**config.mk**
```make
export PLATFORM = sky130hd
export DESIGN_NAME = wdt_escalator
export DESIGN_NICKNAME = d
export VERILOG_FILES = /design/src/rtl/wdt_pkg.sv /design/src/rtl/wdt_regs.sv /design/src/rtl/wdt_core.sv /design/src/rtl/wdt_pulse.sv /design/src/rtl/wdt_escalator.sv
export SDC_FILE = /design/constraint.sdc
export NUM_CORES = 1
export LEC_CHECK = 0
export BUFFER_PORTS_ARGS = -buffer_cell sky130_fd_sc_hd__buf_2
export CAP_MARGIN = 20
export CORE_MARGIN = 1.5
export CORE_UTILIZATION = 46
export DETAILED_ROUTE_END_ITERATION = 12
export PLACE_DENSITY = 0.65
export SKIP_LAST_GASP = 1
export SLEW_MARGIN = 25
export SYNTH_ARGS = -nofsm -noshare
export SYNTH_HDL_FRONTEND = slang
export SYNTH_HIERARCHICAL = 1
export SYNTH_SLANG_ARGS = --single-unit
```
**constraint.sdc**
```tcl
create_clock -name clk_i -period 6.8 [get_ports clk_i]
set_clock_uncertainty 0.15 [all_clocks]
set_input_delay 1.02 -clock clk_i [delete_from_list [all_inputs] [get_ports clk_i]]
set_output_delay 1.02 -clock clk_i [all_outputs]
set_load 0.05 [all_outputs]
```
**src/rtl/wdt_pkg.sv**
```systemverilog
package wdt_pkg;
  localparam int unsigned N_STAGE = 4;
  localparam logic [31:0] UNLOCK_KEY = 32'h6B0A_F1E5;

  localparam logic [3:0] ADR_KEY  = 4'd0;
  localparam logic [3:0] ADR_CTRL = 4'd1;
  localparam logic [3:0] ADR_TMO0 = 4'd2;
  localparam logic [3:0] ADR_PW   = 4'd6;
  localparam logic [3:0] ADR_FEED = 4'd7;
  localparam logic [3:0] ADR_CLR  = 4'd8;

  typedef enum logic [1:0] {
    ACT_IRQ  = 2'd0,
    ACT_CPU  = 2'd1,
    ACT_CORE = 2'd2,
    ACT_SYS  = 2'd3
  } wdt_act_e;

  // run at bit 0, enables at [4:1], actions at [12:5]
  typedef struct packed {
    logic [N_STAGE-1:0][1:0] act;
    logic [N_STAGE-1:0]      en;
    logic                    run;
  } wdt_ctrl_t;

  localparam int unsigned CTRL_W = $bits(wdt_ctrl_t);
endpackage

```
**src/rtl/wdt_regs.sv**
```systemverilog
module wdt_regs
  import wdt_pkg::*;
#(
  parameter int unsigned TMO_W      = 32,
  parameter int unsigned PW_W       = 8,
  parameter int unsigned BOOT_TICKS = 2000
) (
  input  logic                             clk_i,
  input  logic                             rst_ni,
  input  logic                             we_i,
  input  logic [3:0]                       addr_i,
  input  logic [31:0]                      wdata_i,
  input  logic                             boot_arm_i,
  output wdt_ctrl_t                        ctrl_o,
  output logic [N_STAGE-1:0][TMO_W-1:0]    tmo_o,
  output logic [PW_W-1:0]                  pw_o,
  output logic                             key_ok_o,
  output logic                             feed_o,
  output logic                             irq_clr_o
);
  localparam logic [TMO_W-1:0] BOOT_T = TMO_W'(BOOT_TICKS);

  logic [31:0] key_q;
  logic        first_q;
  logic        cfg_wr;

  assign key_ok_o  = (key_q == UNLOCK_KEY);
  assign cfg_wr    = we_i && key_ok_o;
  assign feed_o    = we_i && (addr_i == ADR_FEED);
  assign irq_clr_o = we_i && (addr_i == ADR_CLR);

  always_ff @(posedge clk_i or negedge rst_ni) begin
    if (!rst_ni) begin
      key_q   <= '0;
      first_q <= 1'b1;
      ctrl_o  <= '0;
      tmo_o   <= '0;
      pw_o    <= PW_W'(1);
    end else begin
      first_q <= 1'b0;
      if (first_q && boot_arm_i) begin
        ctrl_o.run    <= 1'b1;
        ctrl_o.en     <= N_STAGE'(1);
        ctrl_o.act[0] <= ACT_SYS;
        tmo_o[0]      <= BOOT_T;
      end
      if (we_i && addr_i == ADR_KEY) key_q <= wdata_i;
      if (cfg_wr && addr_i == ADR_CTRL) ctrl_o <= wdt_ctrl_t'(wdata_i[CTRL_W-1:0]);
      if (cfg_wr && addr_i == ADR_PW) pw_o <= wdata_i[PW_W-1:0];
      for (int s = 0; s < N_STAGE; s++) begin
        if (cfg_wr && addr_i == ADR_TMO0 + 4'(s)) tmo_o[s] <= wdata_i[TMO_W-1:0];
      end
    end
  end
endmodule

```
**src/rtl/wdt_core.sv**
```systemverilog
module wdt_core
  import wdt_pkg::*;
#(
  parameter int unsigned TMO_W = 32
) (
  input  logic                          clk_i,
  input  logic                          rst_ni,
  input  wdt_ctrl_t                     ctrl_i,
  input  logic [N_STAGE-1:0][TMO_W-1:0] tmo_i,
  input  logic                          feed_i,
  output logic [1:0]                    stage_o,
  output logic [N_STAGE-1:0]            fire_o
);
  logic [1:0]       stg_q, stg_nxt;
  logic [TMO_W-1:0] cnt_q;
  logic             expire;

  // first enabled stage after cur, wrapping; cur itself last
  always_comb begin
    stg_nxt = stg_q;
    for (int i = N_STAGE; i >= 1; i--) begin
      if (ctrl_i.en[2'(stg_q + 2'(i))]) stg_nxt = 2'(stg_q + 2'(i));
    end
  end

  assign expire  = ctrl_i.run && !feed_i && ctrl_i.en[stg_q] && (cnt_q == tmo_i[stg_q]);
  assign fire_o  = expire ? (N_STAGE'(1) << ctrl_i.act[stg_q]) : '0;
  assign stage_o = stg_q;

  always_ff @(posedge clk_i or negedge rst_ni) begin
    if (!rst_ni) begin
      stg_q <= '0;
      cnt_q <= '0;
    end else if (feed_i || !ctrl_i.run) begin
      stg_q <= '0;
      cnt_q <= '0;
    end else if (!ctrl_i.en[stg_q] || expire) begin
      stg_q <= stg_nxt;
      cnt_q <= '0;
    end else begin
      cnt_q <= cnt_q + TMO_W'(1);
    end
  end
endmodule

```
**src/rtl/wdt_pulse.sv**
```systemverilog
module wdt_pulse #(
  parameter int unsigned PW_W = 8
) (
  input  logic            clk_i,
  input  logic            rst_ni,
  input  logic            trig_i,
  input  logic [PW_W-1:0] pw_i,
  output logic            pulse_o
);
  logic [PW_W-1:0] cnt_q;

  always_ff @(posedge clk_i or negedge rst_ni) begin
    if (!rst_ni)              cnt_q <= '0;
    else if (trig_i)          cnt_q <= (pw_i == '0) ? PW_W'(1) : pw_i;
    else if (cnt_q != '0)     cnt_q <= cnt_q - PW_W'(1);
  end

  assign pulse_o = (cnt_q != '0);
endmodule

```
**src/rtl/wdt_escalator.sv**
```systemverilog
module wdt_escalator
  import wdt_pkg::*;
#(
  parameter int unsigned TMO_W      = 32,
  parameter int unsigned PW_W       = 8,
  parameter int unsigned BOOT_TICKS = 2000
) (
  input  logic        clk_i,
  input  logic        rst_ni,
  input  logic        cfg_we_i,
  input  logic [3:0]  cfg_addr_i,
  input  logic [31:0] cfg_wdata_i,
  input  logic        boot_arm_i,
  output logic [1:0]  stage_o,
  output logic        irq_o,
  output logic        cpu_rst_o,
  output logic        core_rst_o,
  output logic        sys_rst_o
);
  wdt_ctrl_t                     ctrl;
  logic [N_STAGE-1:0][TMO_W-1:0] tmo;
  logic [PW_W-1:0]               pw;
  logic                          key_ok, feed, irq_clr, irq_q;
  logic [N_STAGE-1:0]            fire;
  logic [N_STAGE-1:1]            rst_vec;

  wdt_regs #(.TMO_W(TMO_W), .PW_W(PW_W), .BOOT_TICKS(BOOT_TICKS)) i_regs (
    .clk_i, .rst_ni, .we_i(cfg_we_i), .addr_i(cfg_addr_i), .wdata_i(cfg_wdata_i),
    .boot_arm_i, .ctrl_o(ctrl), .tmo_o(tmo), .pw_o(pw), .key_ok_o(key_ok),
    .feed_o(feed), .irq_clr_o(irq_clr)
  );

  wdt_core #(.TMO_W(TMO_W)) i_core (
    .clk_i, .rst_ni, .ctrl_i(ctrl), .tmo_i(tmo), .feed_i(feed),
    .stage_o, .fire_o(fire)
  );

  for (genvar k = 1; k < N_STAGE; k++) begin : g_pulse
    wdt_pulse #(.PW_W(PW_W)) i_pulse (
      .clk_i, .rst_ni, .trig_i(fire[k]), .pw_i(pw), .pulse_o(rst_vec[k])
    );
  end

  always_ff @(posedge clk_i or negedge rst_ni) begin
    if (!rst_ni)             irq_q <= 1'b0;
    else if (fire[ACT_IRQ])  irq_q <= 1'b1;
    else if (irq_clr)        irq_q <= 1'b0;
  end

  assign irq_o      = irq_q;
  assign cpu_rst_o  = rst_vec[ACT_CPU];
  assign core_rst_o = rst_vec[ACT_CORE];
  assign sys_rst_o  = rst_vec[ACT_SYS];
endmodule

```
==> results.toml <==
[sta]
drv_slew = 0
rsz0062_at_grt = "no"
finalSetupViolCount = 0
fmax_mhz = 222
min_period_over_period = 0.661
setup-tns-final_ns = 0
worst_slew_pin_slew_ns = 1.03
hold_viol = 0
fin_crit_ns = 4.50
maxSlewHeadroom = 0.310
worst_slack_ns = 2.30

[layout]
drive_gt1_frac = 0.292
multiInputGateArea_um2 = 5360
ff_latch_area_um2 = 6040
filler_cell_count = 2151
areaGrowthSynthToFinish_pct = 12.4
nets = 1040
postLayoutCellArea_um2 = 13300
n_antenna_cell = 0

[grt]
grt_pass1_vias = 7764
track_usage = 0.214
grt_max_degree = 134
antenna_found_initial = 0
grt_pass1_wl_um = 44200
grt_remaining_overflow = 0

[clocking]
clk_latency_ns = 0.55
post_cts_resized = 0
cts_max_path_buffers = 3
post-cts-setup-buffer-count = 0
numClockSinks = 241
ctsHoldBuffers = 0
cts_htree_levels = 1
cts_tree = "yes"
path_clk_slew_ns = 0.06
cts-buffers-inserted = 26
ctsRootBufferMaster = "clkbuf_16"

[setup_path]
crit_path_end_kind = "flip-flop"
critPathLaunchType = "flip-flop"
arrival_ns = 4.77
cp.required_ns = 7.07
cp_max_fo = 27
crit_type = "reg -> reg"
r2r_cells = 11

[logic_synthesis]
syn_nets = 993
syn_avg_cell_area_um2 = 12.5
postSynthCellCount = 946
netlist_area_um2 = 11800
yosysWarnings = 6

[routing]
remaining_drc_errors = 0
routed_wl_um = 27100
ant_nets = 0
vias = 7601
first_pass_iters = 5
drt-initial-drc-count = 579
viasPerCell = 5.66
wl_per_cell_um = 20.2

[floorplan]
core_um2 = 25200
initial_core_util = 0.469
io_pins = 46
die-area_um2 = 26600
die_w_um = 163
die_h_um = 163
rows = 58

[power_and_ir_drop]
p_clk_frac = 0.367
power_frac_comb = 0.177
seqPwrFrac = 0.457
finalPower_w = 0.00380
ir_drop_v = 0.000198
p_sw_w = 0.00112
p_int_w = 0.00269
swShare = 0.294
p_leak_nw = 5.97
powerDensity_nw_per_um2 = 287

[run]
max_cap_viol_count = 0

[run_status]
outcome = "finished, final reports clean"

[placement]
place_area_um2 = 12400
pre_cts_slack_ns = 2.31
place.gp.congestion = 0.830
dp_hpwl_um = 18100
portBuffers = 45

[worst_hold_path]
hold_path_class = "in -> async"
-- routing by layer --
layer,routed length (um),vias up,share of wire,track usage
met4,748,0,0.028,0.0588
met2,12700,164,0.47,0.335
met5,0,-,0,0
met1,12500,3890,0.46,0.312
li1,-,3503,-,-
met3,1080,44,0.040,0.0297
-- path summary, 6_finish.rpt --
kind | from | endpoint | slack (ns)
worst min register to register | i_regs/key_q[19] | i_regs/key_q[19] | 0.33
min in group clk_i | i_regs/key_q[19] | i_regs/key_q[19] | 0.33
worst max register to register | i_core/stage_o[0] | g_pulse[3].i_pulse/cnt_q[5] | 2.30
max in group asynchronous | rst_ni | g_pulse[3].i_pulse/cnt_q[1] | 4.87
worst max-delay path | i_core/stage_o[0] | g_pulse[3].i_pulse/cnt_q[5] | 2.30
worst min-delay path | rst_ni | i_regs/tmo_o[19] | 0.28
-- area by class of cell --
type	instances	share of cell area
clock buffer	38	0.0570
clock inverter	9	0.00764
inverter	54	0.0153
multi-input combinational	608	0.404
sequential	241	0.455
tap	330	0.0311
timing repair buffer	62	0.0304
-- placed cells by master, fill, tap and decap left out, types with 7 or more instances in the layout --
master     instances
o31ai_1            9
nor3_1             9
mux4_2            35
buf_2             44
nand4_1           14
clkbuf_16         26
ha_1               7
or4_1              7
nand2_1           71
dfrtp_1          237
inv_1             51
nor4_1            23
mux2_2           121
buf_4             14
xnor2_1           32
nand2b_1          12
mux2i_1           31
nor3b_1            7
a221oi_1           9
nor2_1            47
xor2_1            36
nand3_1           18
o21ai_0           28
mux2_1             9
-- flip-flops by register name, summed over array words and instances, names as in the netlist --
register and cells:
i_regs/tmo_o 128, i_core/cnt_q 32, i_regs/key_q 32, g_pulse.i_pulse/cnt_q 24
i_regs/ctrl_o 13, i_regs/pw_o 8, i_core/stage_o 2, i_regs/first_q 1
irq_o 1
-- metrics by stage --
step / hold slack [ns] / instances / util
final: 0.284 / 1342 / 0.527
after global routing: 0.320 / 1342 / 0.527
after CTS: 0.331 / 1341 / 0.526
after detailed placement: 0.317 / 1294 / 0.492
after global placement: 0.304 / 1293 / 0.491
after floorplan: 0.292 / 946 / -
-- power groups by stage --
stage | Combinational, W | Sequential [W] | Clock [W]
2_1_floorplan | 0.000524 | 0.00170 | 0
3_3_place_gp | 0.000668 | 0.00175 | 0
3_5_place_dp | 0.000675 | 0.00176 | 0
4_1_cts | 0.000677 | 0.00173 | 0.00143
5_1_grt | 0.000746 | 0.00176 | 0.00149
6_report | 0.000672 | 0.00174 | 0.00140
-- worst max-delay path, stage by stage (launching register included) --
cell and delay (ns):
dfrtp_2 0.83, buf_4 0.41, mux4_2 0.55, xor2_1 0.16, nor4_1 0.53, nand4_1 0.31, or2_1 0.39, nor4bb_2 0.28
buf_4 0.25, inv_1 0.12, o31a_1 0.12, a221oi_1 0.28
(Power assumes the default switching activity.)
